===== src/rtl/synth_loop_core.sv =====
module synth_loop_core #(
  parameter int RATIO_W     = 15,
  parameter int REF_DIV     = 512,
  parameter int LOCK_WIN    = 8,
  parameter int LOCK_CYCLES = 16
) (
  input  logic               clk,
  input  logic               rst,
  input  logic               vco_pulse,
  input  logic [RATIO_W-1:0] ratio,
  input  logic               cur_hi_sel,
  input  logic               pump_off,
  input  logic               test_route,
  input  logic               drv_off,
  input  logic [7:0]         port_in,
  output logic               pump_up,
  output logic               pump_dn,
  output logic               pump_hi,
  output logic               drive_en,
  output logic               lock,
  output logic [7:0]         port_o
);
  localparam int RW = $clog2(REF_DIV);
  localparam int DW = RATIO_W + 1;
  localparam int WW = $clog2(LOCK_WIN + 1);
  localparam int GW = $clog2(LOCK_CYCLES);

  logic [RW-1:0] ref_cnt;
  logic [DW-1:0] div_cnt;
  logic [DW-1:0] div_load;
  logic [WW-1:0] wid;
  logic [GW-1:0] good;
  logic up_q, dn_q, comp_q, div_q, bad_q, lock_q;
  logic comp_ev, div_ev, active, wide, up_n, dn_n;

  assign comp_ev  = ref_cnt == RW'(REF_DIV - 1);
  assign div_ev   = vco_pulse && (div_cnt <= DW'(1));
  assign div_load = (ratio == '0) ? (DW'(1) << RATIO_W) : {1'b0, ratio};
  assign active   = up_q | dn_q;
  assign wide     = active && (wid >= WW'(LOCK_WIN - 1));
  assign up_n     = up_q | comp_ev;
  assign dn_n     = dn_q | div_ev;

  always_ff @(posedge clk) begin
    if (rst) begin
      ref_cnt <= '0;
      div_cnt <= '0;
      up_q    <= 1'b0;
      dn_q    <= 1'b0;
      comp_q  <= 1'b0;
      div_q   <= 1'b0;
    end else begin
      ref_cnt <= comp_ev ? '0 : ref_cnt + 1'b1;
      if (vco_pulse) div_cnt <= div_ev ? div_load : div_cnt - 1'b1;
      up_q   <= up_n & ~dn_n;
      dn_q   <= dn_n & ~up_n;
      comp_q <= comp_ev;
      div_q  <= div_ev;
    end
  end

  always_ff @(posedge clk) begin
    if (rst) begin
      wid    <= '0;
      good   <= '0;
      bad_q  <= 1'b0;
      lock_q <= 1'b0;
    end else begin
      if (!active) wid <= '0;
      else if (wid != WW'(LOCK_WIN)) wid <= wid + 1'b1;
      bad_q <= comp_ev ? 1'b0 : (bad_q | wide);
      if (wide) begin
        good   <= '0;
        lock_q <= 1'b0;
      end else if (comp_ev && !bad_q) begin
        if (good == GW'(LOCK_CYCLES - 1)) lock_q <= 1'b1;
        else good <= good + 1'b1;
      end
    end
  end

  assign pump_up  = up_q & ~pump_off;
  assign pump_dn  = dn_q & ~pump_off;
  assign pump_hi  = cur_hi_sel;
  assign drive_en = ~drv_off;
  assign lock     = lock_q;
  assign port_o   = test_route ? {div_q, comp_q, port_in[5:0]} : port_in;
endmodule


===== config.mk =====
export PLATFORM = sky130hd
export DESIGN_NAME = synth_loop_core
export DESIGN_NICKNAME = d
export VERILOG_FILES = /design/src/rtl/synth_loop_core.sv
export SDC_FILE = /design/constraint.sdc
export NUM_CORES = 1
export LEC_CHECK = 0
export BUFFER_PORTS_ARGS = -buffer_cell sky130_fd_sc_hd__buf_2
export CAP_MARGIN = 25
export CORE_MARGIN = 4
export CORE_UTILIZATION = 58
export CTS_CLUSTER_SIZE = 12
export DETAILED_ROUTE_END_ITERATION = 16
export GPL_TIMING_DRIVEN = 1
export PLACE_DENSITY_LB_ADDON = 0.3
export SYNTH_ARGS = -nofsm -noshare
export SYNTH_HDL_FRONTEND = slang
export SYNTH_SLANG_ARGS = --single-unit

===== constraint.sdc =====
create_clock -name clk -period 3.18 [get_ports clk]
set_input_delay 0.636 -clock clk [delete_from_list [all_inputs] [get_ports clk]]
set_output_delay 0.636 -clock clk [all_outputs]
set_load 0.005 [all_outputs]

---- After elaboration in Yosys (flattened, before gate mapping) ----
Cells that the tools add are included.
storage, ports and cells
  flip-flop bits (word level) ............. 39
  input port bits ......................... 30
operators by class
  add/subtract/negate cells ............... 4
  order comparisons ....................... 2
  mux-type cells .......................... 3
  reductions and logical operators ........ 10
  bitwise operators ....................... 14
  eq/ne operators ......................... 3
operators with widths
  cell                   number
  $mux 16                2
  $le 16x1->1 const B    1
  $sub 16x1->16 const B  1
  $logic_not 15->1       1
  $add 9x1->9 const B    1
  $eq 9x9->1 const B     1
  $add 4x1->4 const B    2
  $mux 8                 1
  $not 1->1              6
  $reduce_or 2->1        3
  $and 1x1->1            4
  $eq 4x4->1 const B     1
  $ge 4x3->1 const B     1
  $ne 4x4->1 const B     1
  $or 1x1->1             4
  $reduce_and 2->1       2
  $logic_and 1x1->1      3
  $logic_not 1->1        1

---- Longest topological paths before layout ----
  depth in word-level cells ............... 5
  depth in mapped cells ................... 8
  mapped depth without buffers ............ 8

---- Least setup slack after synthesis ----
Ideal clock, no wire load.
  path type ............................... input-to-reg
  start ................................... in vco_pulse
  end ..................................... reg div_cnt[15]
  buffers on the path ..................... 0
  stages on the path ...................... 5
  arrival time ............................ 2131 ps
  setup time .............................. 127 ps
  path slack .............................. 922 ps
  data required time ...................... 3053 ps
  cells stage by stage .................... or4b_1 > or2_1 > or3_1 > and4b_1 > or3_1
on the way
  word-level cells in the longest chain between the ends .. 2
RTL lines
  what                  RTL line  text
  from (decl)           9         input logic vco_pulse,
  $logic_and 1x1->1     37        assign div_ev = vco_pulse && (div_cnt <= DW'(1));
  $mux 16               54        if (vco_pulse) div_cnt <= div_ev ? div_load : div_cnt - 1'b1;
  to (signal assigned)  54
  to (decl)             29        logic [DW-1:0] div_cnt;
Parallel ways exist; a longest one is shown, timed or not.
A chain may end at the register's enable or synchronous reset.

---- Worst setup path in the final report ----
  start ................................... reg div_cnt[8]
  end ..................................... reg div_cnt[1]
on the way
  word-level cells in the longest chain between the ends .. 3
RTL lines
  what               RTL line
  $le 16x1->1        37
  $logic_and 1x1->1  37
  $mux 16            54
Every way passes these cells.

==> metrics.md <==
| Metric | Value |
|---|---|
| Outcome | complete, no violations |
| Mean Syn Cell Area | 8.377 um2 |
| Num CTS Buffers | 5 |
| Register bit total from synthesis | 39 |
| Global-route wire length before repair | 7341 um |
| Gr usage total | 21.21% |
| Post-Route Setup TNS | 0 ps |
| Post-synth EDFFs | 0 |
| Synth-to-layout area growth | 10.14% |
| Sw Pwr | 672.5 uW |
| Syn nets | 283 |
| Most frequent cells in the layout | 39 x dfxtp_1, 28 x buf_2, 26 x nor2_1 |
| Slew Limit Fails | 0 |
| Sequential area share after synthesis | 37.89% |
| Overflow after GRT | 0 |
| Synthesized area | 2061 um2 |
| Buffer depth of the longest clock path | 2 |
| Hold_buf cts | 0 |
| Port Buf Inserts | 28 |
| Fin nets | 305 |
| Max Cap Viol | 0 |
| Final setup violation count | 0 |
| Final wirelength | 4272 um |
| First drt pass iteration count | 4 |
| CTS tree | done |
| Fin crit period | 2248 ps |
| Distinct cells, synth | 54 |
| IO Pins | 43 |
| Largest net degree at the start of global routing | 20 |
| Most common cell after layout, fill and taps aside | dfxtp_1 |
| WP data arrival | 2520 ps |
| Ant diodes | 0 |
| Setup bufs post-CTS | 0 |
| Leakage power | 0.0009282 uW |
| Ys flop type | dfxtp_1 |
| PD cells | 744.3 nW/um2 |
| Via density | 5.775 |
| Flop-to-flop setup slack | 930 ps |
| Period utilisation layout | 70.70% |
| CTS clock-pin slew for the worst setup and hold paths | 130 ps |
| Post-Syn Instances | 246 |
| Synth Warn # | 0 |
| Critical Path RT | 3450 ps |
| Wirelength per Cell | 13.56 um |
| Final worst slack | 931.6 ps |
| FILL cells | 301 |
| Final clock skew | 12.22 ps |
| Starting density of the core | 60.80% |
| Chip width | 67.61 um |
| Switching Fraction | 39.81% |
| Slew margin rel. | 41.50% |
| Fraction of layout cells with a size suffix above 1 | 17.47% |
| Async S/R FF share, synth | 0% |
| HP Class | reg2reg |
| RSZ-0062 raised after global routing | false |
| Final hold viol count | 0 |
| Clock root buffer | clkbuf_4 |
| Hpwl dp | 3142 um |
| CTS resizes | 0 |
| Initial antenna violation count | 0 |
| Part of the power in combinational logic | 40.1% |
| Crit end category | register |
| Actual slew at the worst max-slew pin | 875.7 ps |
| Sequential power share | 40.0% |
| Worst vdd ir | 0.5642 mV |
| CP startpoint kind | register |
| DRC viols | 0 |
| F_max | 444.8 MHz |
| GP Congestion | 0.8921 |
| Vias in the first global route | 1,634 |
| Area of the core | 3390 um2 |
| Internal | 1017 uW |
| Num Clock Sinks | 39 |
| Row cnt | 21 |
| Crit Path Category | reg2reg |
| Post-route ant nets | 0 |
| Max FO, Critical Path | 10 |
| Detailed router's first-iteration violation count | 94 |
| Clock network fraction of total power | 19.9% |
| H-tree depth | 2 |
| DIE HEIGHT | 67.61 um |
| Clk_lat worst skew | 360 ps |
| Via Count | 1,819 |
| Worst slack, placed | 752.2 ps |
| DIE AREA | 4570 um2 |
[worst max-delay path, cell delays in order, from the launching register on]
cell      delay, ps
dfxtp_1         400
nor4_2          470
and3_1          460
and2_1          460
a21oi_1         140
a211oi_1        240
[final timing paths]
| path | startpoint | end | cells past startpoint |
|---|---|---|---|
| max | div_cnt[8]$_SDFFE_PP0P_ | div_cnt[1]$_SDFFE_PP0P_ | 5 |
| min | bad_q$_SDFF_PP0_ | bad_q$_SDFF_PP0_ | 2 |
| max reg2reg | div_cnt[8]$_SDFFE_PP0P_ | div_cnt[1]$_SDFFE_PP0P_ | 5 |
| min reg2reg | bad_q$_SDFF_PP0_ | bad_q$_SDFF_PP0_ | 2 |
[cell type report]
class                           instances  area (um2)  share of cell area [%]
Timing Repair Buffer                   32       170.2                   7.497
Inverter                                9       33.78                   1.488
Clock buffer                            5       37.54                   1.654
Sequential cell                        39       780.7                   34.40
Multi-Input combinational cell        181        1146                   50.50
Tap cell                               46       57.56                   2.536
Clock inverter                          3       43.79                   1.929
[sequential cells by signal (all words and copies together) (netlist names), 4 cells and up]
name and count:
ref_cnt 9, div_cnt 16, good 4, wid 4
[stage by stage]
| step | power [uW] | hold WS (ps) | util [%] | instance area, um2 | cells |
|---|---|---|---|---|---|
| floorplan | 1206 | 417.5 | - | 2061 | 246 |
| global placement | 1342 | 434.4 | 64.56 | 2188 | 307 |
| detailed placement | 1352 | 459.8 | 64.56 | 2188 | 307 |
| CTS | 1692 | 486.0 | 66.96 | 2270 | 315 |
| global route | 1820 | 504.3 | 66.96 | 2270 | 315 |
| finish | 1689 | 485.5 | 66.96 | 2270 | 315 |
[per-layer routing]
layer | wire length [um] | GRT usage [%]
met1 | 2105 | 29.94
met3 | 295 | 6.489
met2 | 1783 | 29.53
met5 | 0 | 0
met4 | 89 | 8.861
[power by group through the flow]
stage / Sequential, uW / Clock, uW / Combinational [uW]
after floorplan: 655 / 0 / 552
after CTS: 674 / 347 / 671
after detailed placement: 684 / 0 / 668
after global placement: 682 / 0 / 660
final: 675 / 336 / 678
after global routing: 691 / 371 / 757
[synth_stat cells, types with 2 or more instances]
master	count	area, um2
nand2b_1	2	12.51
inv_1	9	33.78
clkbuf_1	6	22.52
nand4_1	3	18.77
nand3_1	14	70.07
nor4_1	6	37.54
dfxtp_1	39	780.8
nor3_1	12	60.06
or2_1	4	25.02
mux2_2	2	22.52
nand2_1	15	56.30
xnor2_1	2	17.52
nor2b_1	4	25.02
nor3b_1	2	15.01
a21oi_1	18	90.09
o21ai_0	4	20.02
a211oi_1	3	22.52
and3_1	5	31.28
buf_4	8	60.06
buf_2	2	10.01
xor2_1	5	43.79
o21ai_1	4	20.02
o211a_1	2	20.02
mux2i_1	3	30.03
or3_1	6	37.54
nor2_1	26	97.59
or4_1	2	15.01
o22ai_1	2	12.51
ha_1	7	87.58
o31ai_1	4	30.03
and4b_1	2	20.02
[kinds of logic after synthesis]
logic type                 Yosys count  share of synthesized area [%]
muxes                                6                          3.096
AOI/OAI and AO/OA                   47                          14.75
buffers and inverters               26                          6.497
adders and majority gates            7                          4.250
xor gates and xnor gates             7                          2.975
DFF                                 39                          37.89
and+or+nand+nor                    114                          30.54
No activity file was read; power rests on OpenSTA's default activity.
